===== src/rtl/xfer_fifo_pkg.sv =====
package xfer_fifo_pkg;
  localparam int BYTE_W = 8;
  localparam int LANES = 4;
  localparam int WORD_W = BYTE_W * LANES;
  localparam int TRIG_W = 3;
  localparam int LVL_W = 4;

  // control register layout
  localparam int CTL_RX_FLUSH = 0;
  localparam int CTL_TX_FLUSH = 1;
  localparam int CTL_RX_TRIG = 2;
  localparam int CTL_TX_TRIG = 5;
  // status register layout
  localparam int STA_RX_LVL = 0;
  localparam int STA_TX_LVL = 4;
  localparam int STA_TX_OVF = 8;
  localparam int STA_RX_UNF = 9;

  localparam logic [TRIG_W-1:0] TX_TRIG_RST = 3'd7;
  localparam logic [TRIG_W-1:0] RX_TRIG_RST = 3'd0;

  typedef enum logic [1:0] {
    SEL_CTRL = 2'd0,
    SEL_STAT = 2'd1,
    SEL_TXD  = 2'd2,
    SEL_RXD  = 2'd3
  } reg_sel_e;
endpackage


===== src/rtl/xfer_word_fifo.sv =====
module xfer_word_fifo #(
  parameter int WIDTH = 32,
  parameter int DEPTH = 8,
  localparam int CW = $clog2(DEPTH + 1),
  localparam int AW = (DEPTH > 1) ? $clog2(DEPTH) : 1
) (
  input  logic             clk_i,
  input  logic             rst_ni,
  input  logic             clr_i,
  input  logic             push_i,
  input  logic [WIDTH-1:0] data_i,
  input  logic             pop_i,
  output logic [WIDTH-1:0] data_o,
  output logic [CW-1:0]    count_o,
  output logic             full_o,
  output logic             empty_o
);
  logic [WIDTH-1:0] mem_q [DEPTH];
  logic [AW-1:0] wr_ptr_q, rd_ptr_q;
  logic [CW-1:0] count_q;
  logic do_push, do_pop;

  function automatic logic [AW-1:0] ptr_next(input logic [AW-1:0] p);
    return (p == AW'(DEPTH - 1)) ? '0 : p + 1'b1;
  endfunction

  assign full_o  = (count_q == CW'(DEPTH));
  assign empty_o = (count_q == '0);
  assign count_o = count_q;
  assign data_o  = mem_q[rd_ptr_q];
  assign do_push = push_i & ~full_o & ~clr_i;
  assign do_pop  = pop_i & ~empty_o & ~clr_i;

  always_ff @(posedge clk_i) begin
    if (do_push) mem_q[wr_ptr_q] <= data_i;
  end

  always_ff @(posedge clk_i or negedge rst_ni) begin
    if (!rst_ni) begin
      wr_ptr_q <= '0;
      rd_ptr_q <= '0;
      count_q  <= '0;
    end else if (clr_i) begin
      wr_ptr_q <= '0;
      rd_ptr_q <= '0;
      count_q  <= '0;
    end else begin
      if (do_push) wr_ptr_q <= ptr_next(wr_ptr_q);
      if (do_pop)  rd_ptr_q <= ptr_next(rd_ptr_q);
      count_q <= count_q + CW'(do_push) - CW'(do_pop);
    end
  end

  assert_count_bound_R2: assert property (@(posedge clk_i) disable iff (!rst_ni)
    count_q <= CW'(DEPTH));
  assert_full_drop_R3: assert property (@(posedge clk_i) disable iff (!rst_ni)
    push_i && full_o && !pop_i && !clr_i |=> $stable(count_q));
  assert_empty_pop_R4: assert property (@(posedge clk_i) disable iff (!rst_ni)
    pop_i && empty_o && !push_i && !clr_i |=> empty_o);
  assert_clear_empty_R5: assert property (@(posedge clk_i) disable iff (!rst_ni)
    clr_i |=> empty_o);
endmodule


===== src/rtl/xfer_tx_unpack.sv =====
module xfer_tx_unpack
  import xfer_fifo_pkg::*;
#(
  localparam int LW = $clog2(LANES)
) (
  input  logic              clk_i,
  input  logic              rst_ni,
  input  logic              clr_i,
  input  logic [WORD_W-1:0] word_i,
  input  logic              avail_i,
  input  logic              take_i,
  input  logic              end_i,
  output logic [BYTE_W-1:0] byte_o,
  output logic              retire_o
);
  logic [LW-1:0] lane_q;
  logic accept;

  assign byte_o   = word_i[lane_q*BYTE_W +: BYTE_W];
  assign accept   = take_i & avail_i & ~clr_i;
  assign retire_o = accept & (end_i | (lane_q == LW'(LANES - 1)));

  always_ff @(posedge clk_i or negedge rst_ni) begin
    if (!rst_ni)       lane_q <= '0;
    else if (clr_i)    lane_q <= '0;
    else if (retire_o) lane_q <= '0;
    else if (accept)   lane_q <= lane_q + 1'b1;
  end

  assert_lane_restart_R8: assert property (@(posedge clk_i) disable iff (!rst_ni)
    retire_o |=> lane_q == '0);
  assert_idle_take_R7: assert property (@(posedge clk_i) disable iff (!rst_ni)
    take_i && !avail_i && !clr_i |=> $stable(lane_q));
endmodule


===== src/rtl/xfer_rx_pack.sv =====
module xfer_rx_pack
  import xfer_fifo_pkg::*;
#(
  localparam int LW = $clog2(LANES)
) (
  input  logic              clk_i,
  input  logic              rst_ni,
  input  logic              clr_i,
  input  logic [BYTE_W-1:0] byte_i,
  input  logic              put_i,
  input  logic              end_i,
  output logic [WORD_W-1:0] word_o,
  output logic              commit_o
);
  logic [LW-1:0] lane_q;
  logic [WORD_W-1:0] hold_q;

  // lanes at and above lane_q are zero in hold_q
  assign word_o   = hold_q | (WORD_W'(byte_i) << (lane_q * BYTE_W));
  assign commit_o = put_i & ~clr_i & (end_i | (lane_q == LW'(LANES - 1)));

  always_ff @(posedge clk_i or negedge rst_ni) begin
    if (!rst_ni) begin
      lane_q <= '0;
      hold_q <= '0;
    end else if (clr_i || commit_o) begin
      lane_q <= '0;
      hold_q <= '0;
    end else if (put_i) begin
      lane_q <= lane_q + 1'b1;
      hold_q <= word_o;
    end
  end

  assert_pack_restart_R10: assert property (@(posedge clk_i) disable iff (!rst_ni)
    commit_o |=> (lane_q == '0) && (hold_q == '0));
  assert_low_lane_first_R9: assert property (@(posedge clk_i) disable iff (!rst_ni)
    (lane_q == '0) |-> (hold_q == '0));
endmodule


===== src/rtl/xfer_fifo_top.sv =====
module xfer_fifo_top
  import xfer_fifo_pkg::*;
#(
  parameter int DEPTH = 8,
  localparam int CW = $clog2(DEPTH + 1)
) (
  input  logic        clk_i,
  input  logic        rst_ni,
  input  logic        reg_wr_i,
  input  logic        reg_rd_i,
  input  logic [1:0]  reg_sel_i,
  input  logic [31:0] reg_wdata_i,
  output logic [31:0] reg_rdata_o,
  output logic [7:0]  tx_byte_o,
  output logic        tx_avail_o,
  input  logic        tx_take_i,
  input  logic        tx_end_i,
  input  logic [7:0]  rx_byte_i,
  input  logic        rx_put_i,
  input  logic        rx_end_i,
  output logic        rx_room_o,
  output logic        tx_req_o,
  output logic        rx_req_o
);
  reg_sel_e sel;
  logic wr_ctrl, wr_txd, rd_rxd;
  logic [TRIG_W-1:0] tx_trig_q, rx_trig_q;
  logic [1:0] flush_q;
  logic tx_clr, rx_clr;
  logic ovf_q, unf_q;

  logic [WORD_W-1:0] tx_head, rx_head, rx_word;
  logic [CW-1:0] tx_count, rx_count, tx_free;
  logic tx_full, tx_empty, rx_full, rx_empty;
  logic tx_retire, rx_commit;
  logic [CW:0] tx_lvl, rx_lvl;

  assign sel     = reg_sel_e'(reg_sel_i);
  assign wr_ctrl = reg_wr_i && (sel == SEL_CTRL);
  assign wr_txd  = reg_wr_i && (sel == SEL_TXD);
  assign rd_rxd  = reg_rd_i && (sel == SEL_RXD);
  assign tx_clr  = flush_q[CTL_TX_FLUSH];
  assign rx_clr  = flush_q[CTL_RX_FLUSH];

  always_ff @(posedge clk_i or negedge rst_ni) begin
    if (!rst_ni) begin
      tx_trig_q <= TX_TRIG_RST;
      rx_trig_q <= RX_TRIG_RST;
      flush_q   <= '0;
    end else begin
      // flush request lives for exactly the clear cycle
      flush_q <= wr_ctrl ? {reg_wdata_i[CTL_TX_FLUSH], reg_wdata_i[CTL_RX_FLUSH]} : 2'b00;
      if (wr_ctrl) begin
        tx_trig_q <= reg_wdata_i[CTL_TX_TRIG +: TRIG_W];
        rx_trig_q <= reg_wdata_i[CTL_RX_TRIG +: TRIG_W];
      end
    end
  end

  always_ff @(posedge clk_i or negedge rst_ni) begin
    if (!rst_ni) begin
      ovf_q <= 1'b0;
      unf_q <= 1'b0;
    end else begin
      ovf_q <= tx_clr ? 1'b0 : (ovf_q | (wr_txd & tx_full));
      unf_q <= rx_clr ? 1'b0 : (unf_q | (rd_rxd & rx_empty));
    end
  end

  xfer_word_fifo #(.WIDTH(WORD_W), .DEPTH(DEPTH)) u_tx_fifo (
    .clk_i   (clk_i),
    .rst_ni  (rst_ni),
    .clr_i   (tx_clr),
    .push_i  (wr_txd),
    .data_i  (reg_wdata_i),
    .pop_i   (tx_retire),
    .data_o  (tx_head),
    .count_o (tx_count),
    .full_o  (tx_full),
    .empty_o (tx_empty)
  );

  xfer_tx_unpack u_tx_unpack (
    .clk_i    (clk_i),
    .rst_ni   (rst_ni),
    .clr_i    (tx_clr),
    .word_i   (tx_head),
    .avail_i  (~tx_empty),
    .take_i   (tx_take_i),
    .end_i    (tx_end_i),
    .byte_o   (tx_byte_o),
    .retire_o (tx_retire)
  );

  xfer_rx_pack u_rx_pack (
    .clk_i    (clk_i),
    .rst_ni   (rst_ni),
    .clr_i    (rx_clr),
    .byte_i   (rx_byte_i),
    .put_i    (rx_put_i),
    .end_i    (rx_end_i),
    .word_o   (rx_word),
    .commit_o (rx_commit)
  );

  xfer_word_fifo #(.WIDTH(WORD_W), .DEPTH(DEPTH)) u_rx_fifo (
    .clk_i   (clk_i),
    .rst_ni  (rst_ni),
    .clr_i   (rx_clr),
    .push_i  (rx_commit),
    .data_i  (rx_word),
    .pop_i   (rd_rxd),
    .data_o  (rx_head),
    .count_o (rx_count),
    .full_o  (rx_full),
    .empty_o (rx_empty)
  );

  assign tx_avail_o = ~tx_empty;
  assign rx_room_o  = ~rx_full;
  assign tx_free    = CW'(DEPTH) - tx_count;
  assign tx_lvl     = (CW+1)'(tx_trig_q) + (CW+1)'(1);
  assign rx_lvl     = (CW+1)'(rx_trig_q) + (CW+1)'(1);
  assign tx_req_o   = (CW+1)'(tx_free) >= tx_lvl;
  assign rx_req_o   = (CW+1)'(rx_count) >= rx_lvl;

  always_comb begin
    reg_rdata_o = '0;
    unique case (sel)
      SEL_CTRL: begin
        reg_rdata_o[CTL_TX_FLUSH] = flush_q[CTL_TX_FLUSH];
        reg_rdata_o[CTL_RX_FLUSH] = flush_q[CTL_RX_FLUSH];
        reg_rdata_o[CTL_TX_TRIG +: TRIG_W] = tx_trig_q;
        reg_rdata_o[CTL_RX_TRIG +: TRIG_W] = rx_trig_q;
      end
      SEL_STAT: begin
        reg_rdata_o[STA_RX_LVL +: LVL_W] = LVL_W'(rx_count);
        reg_rdata_o[STA_TX_LVL +: LVL_W] = LVL_W'(tx_free);
        reg_rdata_o[STA_TX_OVF] = ovf_q;
        reg_rdata_o[STA_RX_UNF] = unf_q;
      end
      SEL_RXD:  reg_rdata_o = rx_empty ? '0 : rx_head;
      default:  reg_rdata_o = '0;
    endcase
  end

  assert_tx_flush_empty_R5: assert property (@(posedge clk_i) disable iff (!rst_ni)
    $fell(tx_clr) |-> !tx_avail_o && !ovf_q);
  assert_rx_flush_empty_R5: assert property (@(posedge clk_i) disable iff (!rst_ni)
    $fell(rx_clr) |-> rx_room_o && !rx_req_o && !unf_q);
  assert_ovf_sticky_R3: assert property (@(posedge clk_i) disable iff (!rst_ni)
    ovf_q && !tx_clr |=> ovf_q);
  assert_unf_cause_R4: assert property (@(posedge clk_i) disable iff (!rst_ni)
    $rose(unf_q) |-> $past(rx_empty));
  assert_rx_req_empty_R6: assert property (@(posedge clk_i) disable iff (!rst_ni)
    rx_count == '0 |-> !rx_req_o);
  assert_room_full_R12: assert property (@(posedge clk_i) disable iff (!rst_ni)
    !rx_room_o && rx_commit && !rd_rxd && !rx_clr |=> !rx_room_o);
endmodule


===== config.mk =====
export PLATFORM = sky130hd
export DESIGN_NAME = xfer_fifo_top
export DESIGN_NICKNAME = d
export VERILOG_FILES = /design/src/rtl/xfer_fifo_pkg.sv /design/src/rtl/xfer_word_fifo.sv /design/src/rtl/xfer_tx_unpack.sv /design/src/rtl/xfer_rx_pack.sv /design/src/rtl/xfer_fifo_top.sv
export SDC_FILE = /design/constraint.sdc
export NUM_CORES = 1
export LEC_CHECK = 0
export BUFFER_PORTS_ARGS = -buffer_cell sky130_fd_sc_hd__buf_2
export CAP_MARGIN = 40
export CORE_MARGIN = 4
export CORE_UTILIZATION = 55
export DETAILED_ROUTE_END_ITERATION = 7
export PLACE_DENSITY = 0.8
export SLEW_MARGIN = 20
export SYNTH_ARGS = -nofsm -noshare
export SYNTH_HDL_FRONTEND = slang
export SYNTH_SLANG_ARGS = --single-unit

===== constraint.sdc =====
create_clock -name clk_i -period 3.8 [get_ports clk_i]
set_input_delay 0.19 -clock clk_i [delete_from_list [all_inputs] [get_ports clk_i]]
set_output_delay 0.19 -clock clk_i [all_outputs]
set_load 0.005 [all_outputs]

==> metrics.txt <==
result of the run=finished, final reports clean; first-pass iteration count of the detailed router=5; Top Ports=94; count of vias placed by the detailed router=11700; largest delay contributor family on the critical path=multiplexers; number of clock sinks=between 500 and 600; maximum frequency from static timing analysis=295 MHz; share of async-settable or async-resettable flops after synthesis=11.4%; xor-xnor portion of the synthesized cell area=0.379%; Detail Route Antenna Nets=0; cells along the critical path=buf_4, mux4_2, mux4_2, mux2_2, buf_2; area share of fa/ha/maj cells after synthesis=2.01%; area of the die=45400 um2; highest-delay cell along the critical path=dfrtp_4; proportion of synthesized area in mux cells=between 10% and 20%; initial antenna violation count=3; share of the yosys chip area belonging to registers=73.6%; routed wire length=49600 um; Reg2Reg Setup Slack=slightly above 800 ps; x dimension of the die=213 um; path category of the worst min-delay check=input port to flop; CP max FO=27; layout overhead on the synthesized area=16.0%; slowest stage delay, CP=780 ps; commonest non-fill, non-tap cells in the layout=512 x edfxtp_1, 144 x mux4_2, 94 x buf_2; number of flops mapped to enable cells by yosys=a little over 500; Die Ht=213 um; Arrival @ worst endpoint=about 3200 ps; count of buffers inserted at the top-level ports=93; final standard cell count with taps included and fillers excluded=1896; wire length of the first global-routing pass=around 76000 um; combined buffer and inverter count along the critical path=2; overall power of the completed layout=18.5 mW; count of mapped cells out of synthesis=1145; Final #Nets=1404; number of buffers on the longest clock path=3; Floorplan Core Area=slightly above 40000 um2; setup violation total in the final timing report=0; post-CTS setup repair buffer count=0; fraction of final layout cells sized beyond drive strength 1=29.2%; footprint of the multi-input gates=5870 um2; Hold Buf Count CTS=36; Critical Path End Type=primary output; clk_skew=between 20 and 25 ps; global-route total usage across every layer=22.4%; clock insertion delay at the later pin of the skew report=approximately 610 ps; worst vdd ir=slightly below 0.0005 V; clock-pin slew on the worst setup and hold paths=approximately 60 ps; Num CTS Buffers=56; ratio of final minimum period to clock period=just under 90%; Detail Placement HPWL=27600 um; pin count of the biggest net entering global routing=34; worst-case reg-to-reg path depth=10; placed cell count=1755; Netlist Area Pre-Place=23100 um2; Filler Cells Inserted=2528; buffer cell driving the clock tree root=clkbuf_16; number of hold-slack violations in the final timing report=0; relative max-transition margin=48.2%; number of synthesis warnings=0; total of cells resized after clock tree synthesis=0; flip-flop cell with the highest count after synthesis=edfxtp_1; basic-gate share of the synthesized area counting and, or, nand and nor cells=3.97%; count of state elements after synthesis=578; total congestion overflow=0; global placer's final weighted congestion=0.804; number of pins exceeding their max-slew limit in the final report=0; vias per cell=6.19; cell repeated most along the worst path=mux4_2; CTS H-tree depth=2; vias in the first global route=about 12000; required time at the endpoint of the critical path=about 3600 ps; Worst Tran Pin Value=775 ps; TritonCTS clock tree=done; category of the most critical setup path=flop to primary output; combinational family with the most area after synthesis=multiplexers; Syn Nets=1231; post-DR wirelength/cell=26.1 um; most common cell after layout, fill and taps aside=edfxtp_1; iteration-0 DRC count of the detailed router=1294; Startpoint Class=flop; Synth cell types=39; count of maximum capacitance violations=0; synthesized area per cell=20.2 um2; critical path depth=5; drt drc=0; area fraction in compound gates after synthesis=1.98%; initial cell density of the core=roughly 56%; unrepaired setup endpoints after global routing=no; total leakage power=9.43 nW; min Tclk post-route=3390 ps; number of instances on the worst hold path=4; areal power density over the cells=690 nW/um2; row cnt=74; sequential cell area in the final layout=17000 um2
==> layer usage <==
layer	global-route usage, %	wire (um)
met3	3.92	3340
met4	7.13	1490
met1	32.0	19900
met2	36.2	24800
met5	0	33
==> Yosys cell counts, types with 3 or more instances <==
master,instances,area share [%]
dfrtp_1,63,6.8
dfstp_2,3,0.34
buf_2,8,0.17
or3b_2,3,0.11
o21ai_0,5,0.11
o22ai_1,9,0.24
clkbuf_1,35,0.57
xor2_1,3,0.11
a21o_1,39,1.3
and2_1,3,0.081
nand2_1,18,0.29
and3b_1,3,0.11
xnor2_1,7,0.27
or3_1,4,0.11
buf_1,6,0.097
nand3_1,5,0.11
edfxtp_1,512,66
mux4_2,144,14
nor2b_1,9,0.24
nor3b_1,36,1.2
a21oi_1,10,0.22
nor3_1,3,0.065
mux2i_1,46,2.0
buf_6,6,0.29
mux2_2,12,0.58
nor2_1,84,1.4
ha_1,34,1.8
inv_1,17,0.28
nand2b_1,7,0.19
==> worst paths after layout <==
check / start / to
max: u_tx_fifo.rd_ptr_q[1]$_DFFE_PN0P_ / tx_byte_o[4]
min: tx_end_i / u_tx_unpack.lane_q[0]$_DFFE_PN0P_
max reg2reg: u_tx_fifo.count_o[1]$_DFF_PN0_ / u_tx_fifo.count_o[1]$_DFF_PN0_
min reg2reg: unf_q$_DFF_PN0_ / unf_q$_DFF_PN0_
max in group asynchronous: rst_ni / u_rx_pack.hold_q[1]$_DFFE_PN0P_
min in group asynchronous: rst_ni / u_rx_fifo.rd_ptr_q[2]$_DFFE_PN0P_
==> sequential cells by signal, indices dropped and copies added (netlist names) <==
signal and cells:
u_tx_fifo.count_o 4, u_tx_fifo.mem_q 256, u_rx_pack.hold_q 32, u_rx_pack.lane_q 2, tx_trig_q 3, u_tx_fifo.wr_ptr_q 3
unf_q 1, u_rx_fifo.wr_ptr_q 3, rx_trig_q 3, u_rx_fifo.count_o 4, u_tx_unpack.lane_q 2, u_rx_fifo.mem_q 256
u_tx_fifo.rd_ptr_q 3, ovf_q 1, u_rx_fifo.rd_ptr_q 3, flush_q 2
==> worst register-to-register path, cell delays in order (launching register included) <==
cell      delay [ps]
dfrtp_1          360
inv_1            110
ha_1             270
a21boi_0         470
o21ai_1          360
nor2_1           210
ha_1             250
inv_1             60
ha_1             180
fa_1             420
nor2b_1          140
==> final cells by class <==
| type | instances | area share, % |
|---|---|---|
| Multi-Input combinational cell | 495 | 21.9 |
| Tap cell | 532 | 2.48 |
| Sequential cell | 578 | 63.6 |
| Timing Repair Buffer | 170 | 4.62 |
| Antenna cell | 1 | 0.00933 |
| Inverter | 17 | 0.238 |
| Clock buffer | 66 | 5.45 |
| Clock inverter | 37 | 1.75 |
==> metrics by stage <==
step | setup slack (ps) | cell area (um2) | util, % | hold slack (ps) | TNS, ps
5_1_grt | 214 | 26800 | 65.1 | 53.7 | 0
3_5_place_dp | 892 | 24500 | 59.5 | 64.2 | 0
2_1_floorplan | -232 | 23100 | - | -106 | -14780
6_report | 406 | 26800 | 65.1 | 40.7 | 0
3_3_place_gp | 991 | 24500 | 59.4 | 363 | 0
4_1_cts | 317 | 26800 | 65.1 | 8.44 | 0
==> report_power, final <==
part	internal (mW)	total, mW	switching (mW)
registers	7.67	8.21	0.539
clock network	3.44	5.79	2.35
logic	2.26	4.50	2.24
==> cells by family after synthesis <==
logic type                 Yosys count
AOI/OAI and AO/OA                   68
adders and majority gates           36
DFF                                578
xor gates and xnor gates            10
and+or+nand+nor                    179
muxes                              202
buffers and inverters               72
Note: power is estimated with default switching activity, not from simulation.
